[src/rtl/pxfmt_pkg.sv]
package pxfmt_pkg;
  localparam int DATA_W    = 64;
  localparam int STAT_W    = 8;
  localparam int SCALE_LSB = 3;

  typedef enum logic [2:0] {
    OP_PACK16  = 3'd0,
    OP_PACK32  = 3'd1,
    OP_PACKFIX = 3'd2,
    OP_EXPAND  = 3'd3,
    OP_MERGE   = 3'd4
  } pxfmt_op_e;
endpackage

[src/rtl/pxfmt_sat_lane.sv]
// One lane: sign-extend, scale left, arithmetic shift right, clamp.
module pxfmt_sat_lane #(
  parameter int IN_W    = 16,
  parameter int SC_W    = 4,
  parameter int RSH     = 7,
  parameter int OUT_W   = 8,
  parameter bit UNS_OUT = 1'b1
) (
  input  logic [IN_W-1:0]  lane_i,
  input  logic [SC_W-1:0]  scale_i,
  output logic [OUT_W-1:0] lane_o
);
  localparam int WIDE = IN_W + (1 << SC_W);
  localparam logic signed [WIDE-1:0] ONE = WIDE'(1);
  localparam logic signed [WIDE-1:0] HI  = UNS_OUT ? ((ONE <<< OUT_W) - ONE)
                                                   : ((ONE <<< (OUT_W-1)) - ONE);
  localparam logic signed [WIDE-1:0] LO  = UNS_OUT ? {WIDE{1'b0}}
                                                   : -(ONE <<< (OUT_W-1));

  logic signed [WIDE-1:0] ext, shl, shr;

  always_comb begin
    ext = {{(WIDE-IN_W){lane_i[IN_W-1]}}, lane_i};
    shl = ext <<< scale_i;
    shr = shl >>> RSH;
    if (shr < LO)      lane_o = LO[OUT_W-1:0];
    else if (shr > HI) lane_o = HI[OUT_W-1:0];
    else               lane_o = shr[OUT_W-1:0];
  end
endmodule

[src/rtl/pxfmt_bytes.sv]
// Expand and merge: pure byte routing.
module pxfmt_bytes #(
  parameter int DATA_W = 64
) (
  input  logic [DATA_W-1:0] a_i,
  input  logic [DATA_W-1:0] b_i,
  output logic [DATA_W-1:0] expand_o,
  output logic [DATA_W-1:0] merge_o
);
  localparam int NB = DATA_W / 16;

  for (genvar g = 0; g < NB; g++) begin : g_byte
    assign expand_o[16*g +: 16]  = {4'h0, b_i[8*g +: 8], 4'h0};
    assign merge_o[16*g +: 8]    = b_i[8*g +: 8];
    assign merge_o[16*g+8 +: 8]  = a_i[8*g +: 8];
  end
endmodule

[src/rtl/pxfmt_unit.sv]
module pxfmt_unit
  import pxfmt_pkg::*;
#(
  parameter int DW  = pxfmt_pkg::DATA_W,
  parameter int SW  = pxfmt_pkg::STAT_W,
  parameter int SLB = pxfmt_pkg::SCALE_LSB
) (
  input  logic          clk,
  input  logic          rst,
  input  logic          in_valid,
  input  logic [2:0]    op,
  input  logic [SW-1:0] status,
  input  logic [DW-1:0] src_a,
  input  logic [DW-1:0] src_b,
  output logic          out_valid,
  output logic [DW-1:0] result
);
  localparam int HW   = DW / 2;
  localparam int N16  = DW / 16;
  localparam int N32  = DW / 32;
  localparam int SC4  = 4;
  localparam int SC5  = 5;

  logic [SC4-1:0] scale4;
  logic [SC5-1:0] scale5;
  assign scale4 = status[SLB +: SC4];
  assign scale5 = status[SLB +: SC5];

  logic [HW-1:0] pk16;
  logic [7:0]    pk32_byte [N32];
  logic [HW-1:0] pkfix;
  logic [DW-1:0] pk32, shifted_a, expand_v, merge_v, next_v;

  for (genvar g = 0; g < N16; g++) begin : g_h16
    pxfmt_sat_lane #(.IN_W(16), .SC_W(SC4), .RSH(7), .OUT_W(8), .UNS_OUT(1'b1)) u_lane (
      .lane_i (src_b[16*g +: 16]),
      .scale_i(scale4),
      .lane_o (pk16[8*g +: 8])
    );
  end

  assign shifted_a = src_a << 8;

  for (genvar g = 0; g < N32; g++) begin : g_w32
    pxfmt_sat_lane #(.IN_W(32), .SC_W(SC5), .RSH(23), .OUT_W(8), .UNS_OUT(1'b1)) u_pk (
      .lane_i (src_b[32*g +: 32]),
      .scale_i(scale5),
      .lane_o (pk32_byte[g])
    );
    pxfmt_sat_lane #(.IN_W(32), .SC_W(SC5), .RSH(16), .OUT_W(16), .UNS_OUT(1'b0)) u_fix (
      .lane_i (src_b[32*g +: 32]),
      .scale_i(scale5),
      .lane_o (pkfix[16*g +: 16])
    );
    assign pk32[32*g +: 32] = {shifted_a[32*g+8 +: 24], pk32_byte[g]};
  end

  pxfmt_bytes #(.DATA_W(DW)) u_bytes (
    .a_i     (src_a),
    .b_i     (src_b),
    .expand_o(expand_v),
    .merge_o (merge_v)
  );

  always_comb begin
    case (pxfmt_op_e'(op))
      OP_PACK16:  next_v = {{HW{1'b0}}, pk16};
      OP_PACK32:  next_v = pk32;
      OP_PACKFIX: next_v = {{HW{1'b0}}, pkfix};
      OP_EXPAND:  next_v = expand_v;
      OP_MERGE:   next_v = merge_v;
      default:    next_v = '0;
    endcase
  end

  always_ff @(posedge clk) begin
    if (rst) begin
      out_valid <= 1'b0;
      result    <= '0;
    end else begin
      out_valid <= in_valid;
      if (in_valid) result <= next_v;
    end
  end
endmodule

[config.mk]
export PLATFORM = sky130hd
export DESIGN_NAME = pxfmt_unit
export DESIGN_NICKNAME = d
export VERILOG_FILES = /design/src/rtl/pxfmt_pkg.sv /design/src/rtl/pxfmt_sat_lane.sv /design/src/rtl/pxfmt_bytes.sv /design/src/rtl/pxfmt_unit.sv
export SDC_FILE = /design/constraint.sdc
export NUM_CORES = 1
export LEC_CHECK = 0
export BUFFER_PORTS_ARGS = -buffer_cell sky130_fd_sc_hd__buf_2
export CAP_MARGIN = 20
export CELL_PAD_IN_SITES_DETAIL_PLACEMENT = 1
export CELL_PAD_IN_SITES_GLOBAL_PLACEMENT = 1
export CORE_MARGIN = 2
export CORE_UTILIZATION = 45
export DETAILED_ROUTE_END_ITERATION = 16
export PLACE_DENSITY_LB_ADDON = 0.1
export SLEW_MARGIN = 20
export SYNTH_ARGS = -nofsm -noshare
export SYNTH_HDL_FRONTEND = slang
export SYNTH_SLANG_ARGS = --single-unit
[constraint.sdc]
create_clock -name clk -period 5.6 [get_ports clk]
set_input_delay 0.56 -clock clk [delete_from_list [all_inputs] [get_ports clk]]
set_output_delay 0.56 -clock clk [all_outputs]
set_load 0.005 [all_outputs]
## After elaboration in Yosys (flattened, before gate mapping)

Index checks and enable logic that the tools add are counted.
W data, S select, Z words.

- Muxes and demuxes: 17
- Shift operators: 6
- Reductions and logical operators: 1
- $lt $le $gt $ge: 16
- Equality and inequality tests: 4

Operators with widths:

| cell | count |
|---|---|
| $pmux W64 S5 | 1 |
| $sshl A16 B4 Y32 | 4 |
| $sshl A32 B5 Y64 | 2 |
| $gt A25 B9 Y1 const B | 4 |
| $lt A25 B1 Y1 const B | 4 |
| $gt A48 B16 Y1 const B | 2 |
| $lt A48 B16 Y1 const B | 2 |
| $mux W8 | 12 |
| $gt A41 B9 Y1 const B | 2 |
| $lt A41 B1 Y1 const B | 2 |
| $mux W16 | 4 |
| $eq A3 B2 Y1 const B | 2 |
| $eq A3 B1 Y1 const B | 1 |
| $eq A3 B3 Y1 const B | 1 |
| $logic_not A3 Y1 | 1 |

- Output and inout port bits: 65
- Bits of input ports: 142
- Logic and storage cells: 46
- Bits in registers: 65

## Logic depth before layout (Yosys ltp)

- Word-level depth: 5
- Depth in mapped cells: 15
- Depth with buffers taken out: 9

## Hierarchy

A second synthesis with hierarchy kept.

- Cell total of the unflattened synthesis: 2,639
- Area, all modules: 20,584.7 um^2

Modules (own cells, without submodules):

| module | cells each | sequential area each (um^2) | times used | area each (um^2) |
|---|---|---|---|---|
| pxfmt_sat_lane (g_w32[0].u_fix ...) | 412 | 0.0 | 2 | 3,407.0 |
| pxfmt_sat_lane (g_w32[0].u_pk ...) | 299 | 0.0 | 2 | 2,338.5 |
| pxfmt_sat_lane (g_h16[0].u_lane ...) | 150 | 0.0 | 4 | 1,056.0 |
| pxfmt_unit | 488 | 1,301.2 | 1 | 3,905.0 |
| pxfmt_bytes | 129 | 0.0 | 1 | 964.7 |

## Worst setup path after synthesis

OpenSTA, ideal clock, no wires.

- Path type: input to register
- Start point: input status[3]
- End point: register result[27]
- Arrival: 3.244 ns
- Path slack: 2.218 ns
- Required time: 5.462 ns
- Library setup time: 0.138 ns
- Stages: 11
- Path buffers: 3
- Path through: buf_6 buf_6 mux2_2 mux4_2 o32ai_1 nand4_1 or4b_1 clkbuf_1 o31a_1 a211oi_2 a221oi_2

- Cells in the longest elaborated chain, start to end: 5
- Elaborated cells on any way between the ends: 11
- Classes of those cells: order compare: 4; shift: 2; mux: 5

RTL lines:

| item | RTL line | text |
|---|---|---|
| start: declaration | pxfmt_unit.sv:12 | `input logic [SW-1:0] status,` |
| $sshl A32 B5 Y64 or $sshl A16 B4 Y32 (tied branches) | pxfmt_sat_lane.sv:24 | `shl = ext <<< scale_i;` |
| $gt A48 B16 Y1 or $gt A25 B9 Y1 (tied branches) | pxfmt_sat_lane.sv:27 | `else if (shr > HI) lane_o = HI[OUT_W-1:0];` |
| $mux W16 or $mux W8 (tied branches) | pxfmt_sat_lane.sv:27 |  |
| $mux W16 or $mux W8 (tied branches) | pxfmt_sat_lane.sv:26 | `if (shr < LO) lane_o = LO[OUT_W-1:0];` |
| $pmux W64 S5 (*) | pxfmt_unit.sv:66 | `case (pxfmt_op_e'(op))` |
| end signal: assignment | pxfmt_unit.sv:82 | `if (in_valid) result <= next_v;` |
| end: declaration | pxfmt_unit.sv:16 | `output logic [DW-1:0] result` |

Every way passes the cells marked *; elsewhere a longest branch is shown, timed or not.
A chain may end at the register's enable or synchronous reset.

## Worst setup path after layout

- Start point: input status[3]
- End point: register result[21]

The elaborated chain is that of the path after synthesis.

==> flow_summary.json <==
{
  "ant_nets": 0,
  "die_h_um": 157,
  "die-area_um2": 24600,
  "clkPwrFrac": 0.291,
  "hold_viol_final": 0,
  "cts_tree": "yes",
  "final_layout_size_suffix_gt1_frac": 0.256,
  "cp_slowest_cell": "a221oi_1",
  "path_cells": "buf_6, mux2i_1, a221oi_1, o221ai_2, or4_4, nor3_2, o2bb2ai_2, o21ai_0, a221oi_1",
  "vias_per_cell": 7.17,
  "post_cts_resize_count": 0,
  "clk_pin_slew_worst_paths_ns": 0.07,
  "internal_power_mw": 1.20,
  "synth_ff_type": "dfxtp_1",
  "overflow": 0,
  "reg2reg_to": "result[4]$_SDFFE_PP0P_",
  "max_slew_margin": 0.276,
  "grt_max_degree": 88,
  "cts_hold_buf": 0,
  "antenna_found_initial": 0,
  "fin_setup_tns_ns": 0,
  "gr-usage-all-layers": 0.409,
  "max_cap_violations": 0,
  "grt_pass1_vias": 12357,
  "fillCellCount": 2889,
  "skew_ns": 0,
  "worst_ep_arrival_time_ns": 4.82,
  "worst_slew_pin_slew_ns": 1.09,
  "worstReg2RegStart": "result[4]$_SDFFE_PP0P_",
  "rows": 55,
  "ys_seq_area_frac": 0.124,
  "ctsRootBufferMaster": "clkbuf_16",
  "report.final.setup_viol": 0,
  "routed_wirelength_mm": 51.3,
  "slew_violations": 0,
  "clockBufferDepth": 2,
  "crit_start": "status[3]",
  "synth_area_per_cell_um2": 7.80,
  "final_nets": 1594,
  "max_clock_freq_mhz": 219,
  "synth_cell_types": 91,
  "leakage_nw": 4.66,
  "yosys-top-cells-count": "141 x nand2_1, 131 x nor2_1, 118 x mux2i_1",
  "ys_ff_latch": 65,
  "power_density_nw_per_um2": 180,
  "startpoint_type": "input pin",
  "initialDrtViolationCount": 1631,
  "status": "completed",
  "synth_area_leaders": "dfxtp_1 12%, mux4_2 11%, mux2i_1 11%",
  "critPathTopFamily": "compound AO/OA/AOI/OAI gates",
  "die-width_um": 157,
  "crit_end": "result[21]$_SDFFE_PP0P_",
  "power_frac_seq": 0.229,
  "grt_pass1_wl_mm": 76.4,
  "worst_path_most_repeated_cell": "a221oi_1",
  "ios": 207,
  "synth-edff-count": 0,
  "crit_fanout": 87,
  "post-route-cell-area_um2": 11800,
  "period_share": 0.815,
  "cp.depth": 9,
  "drt-pass1-iter-count": 6,
  "critPathKind": "input pin to flop",
  "seq_area_um2": 1300,
  "ir_worst_vdd_mv": 0.118,
  "critPathMaxStageDelay_ns": 1.01,
  "rsz0062_at_grt": "no",
  "yosysTopAreaCellShare": 0.124,
  "async_flop_share": 0,
  "yosysTopAreaCell": "dfxtp_1",
  "core_area_um2": 22800,
  "dpl-instance-area_um2": 11400,
  "wl_per_cell_um": 29.0,
  "cts.sinks": 65,
  "multi_input_area_um2": 8430,
  "r2r_cells": 5,
  "pwr-share-comb": 0.480,
  "cts_inserted_buffers": 9,
  "start_util": 0.462,
  "yosys_warnings": 0,
  "swShare": 0.432,
  "hold-path-cell-count": 2,
  "p_switching_mw": 0.913,
  "cp-end-kind": "flop",
  "post-dp-hpwl_mm": 38.4,
  "synth_area_um2": 10500,
  "clock_latency_ns": 0.35,
  "min_period_ns": 4.57,
  "area.growth.synth_to_final_pct": 11.6,
  "drt_drc_violations_left": 0,
  "worst-path-buf-inv": 1,
  "syn_inst": 1349,
  "htree_levels": 3,
  "whs_ns": 0.489,
  "routabilityCongestion": 0.994,
  "port_buffers": 195,
  "cp.required_ns": 5.85,
  "r2r_setup_slack_ns": 4.25,
  "syn_nets": 1491,
  "yosysMostFrequentCell": "nand2_1",
  "hold_path.class": "flop to flop",
  "vias": 12696,
  "post_cts_buffers": 0
}
## power by group through the flow
stage | Sequential, mW | Combinational, mW | Clock (mW)
after floorplan | 0.494 | 0.643 | 0
after global placement | 0.493 | 0.961 | 0
after detailed placement | 0.493 | 0.970 | 0
after CTS | 0.483 | 0.976 | 0.616
after global routing | 0.485 | 1.07 | 0.638
final | 0.483 | 1.02 | 0.616
## cell usage in the layout, fill, tap and decap left out, types with 6 or more instances in the layout
cell type / n
a211o_1: 9
a211oi_1: 24
a21o_1: 7
a21oi_1: 112
a221o_1: 9
a221oi_1: 19
a222oi_1: 12
a22o_1: 6
a22oi_1: 41
a31oi_1: 15
and2_1: 7
and3_1: 9
buf_2: 191
buf_4: 39
clkbuf_16: 9
dfxtp_1: 65
inv_1: 6
mux2_2: 35
mux2i_1: 118
mux4_1: 10
mux4_2: 53
nand2_1: 141
nand2b_1: 14
nand3_1: 24
nand4_1: 6
nor2_1: 131
nor2b_1: 14
nor3_1: 25
o211ai_1: 7
o21a_1: 7
o21ai_0: 95
o21bai_1: 8
o221ai_1: 11
o22ai_1: 38
o31ai_1: 7
or2_2: 6
or3_1: 7
## worst min path at each step
stage / from / endpoint / slack [ns]
CTS: result[47]$_SDFFE_PP0P_ / result[47]$_SDFFE_PP0P_ / 0.49
floorplan: result[15]$_SDFFE_PP0P_ / result[15]$_SDFFE_PP0P_ / 0.46
global route: result[47]$_SDFFE_PP0P_ / result[47]$_SDFFE_PP0P_ / 0.50
finish: result[45]$_SDFFE_PP0P_ / result[45]$_SDFFE_PP0P_ / 0.49
detailed placement: result[47]$_SDFFE_PP0P_ / result[47]$_SDFFE_PP0P_ / 0.48
global placement: result[15]$_SDFFE_PP0P_ / result[15]$_SDFFE_PP0P_ / 0.46
## layer usage
layer / global-route usage / share of wire / up-vias
met5: 0 / 0 / -
met1: 0.557 / 0.41 / 6278
met3: 0.123 / 0.12 / 115
li1: - / - / 5503
met2: 0.611 / 0.43 / 800
met4: 0.148 / 0.036 / 0
## logic make-up (layout without fill, tap and decap cells)
logic type,after synthesis,after routing,synth area share
compound gates,498,498,0.325
buf+inv,150,258,0.0763
mux,218,218,0.291
flops,65,65,0.124
other cells,0,1,0
simple gates,418,418,0.184
## cell type report
| class | count | area share |
|---|---|---|
| multi-input combinational | 1134 | 0.718 |
| timing repair buffer | 232 | 0.109 |
| clock buffer | 10 | 0.0203 |
| sequential | 65 | 0.111 |
| inverter | 10 | 0.00319 |
| tap | 313 | 0.0333 |
| clock inverter | 6 | 0.00564 |
| antenna | 1 | 0.000213 |
## registers in the layout, indices dropped and copies added (netlist names)
| register | flops |
|---|---|
| result | 64 |
| out_valid | 1 |
## per-stage QoR
stage / instances / total power [mW] / setup slack [ns] / utilization
floorplan: 1349 / 1.14 / 2.22 / -
global placement: 1754 / 1.45 / 0.977 / 0.502
detailed placement: 1754 / 1.46 / 0.923 / 0.502
CTS: 1770 / 2.08 / 1.27 / 0.515
global route: 1770 / 2.19 / 0.954 / 0.516
finish: 1771 / 2.11 / 1.03 / 0.516
## worst min-delay path: cells and delay by family (launching register included)
kind             cells  cell delay [ns]
flip-flops           1             0.32
AND/OR/NAND/NOR      1             0.07
AO/OA/AOI/OAI        1             0.06
(Power assumes the default switching activity.)
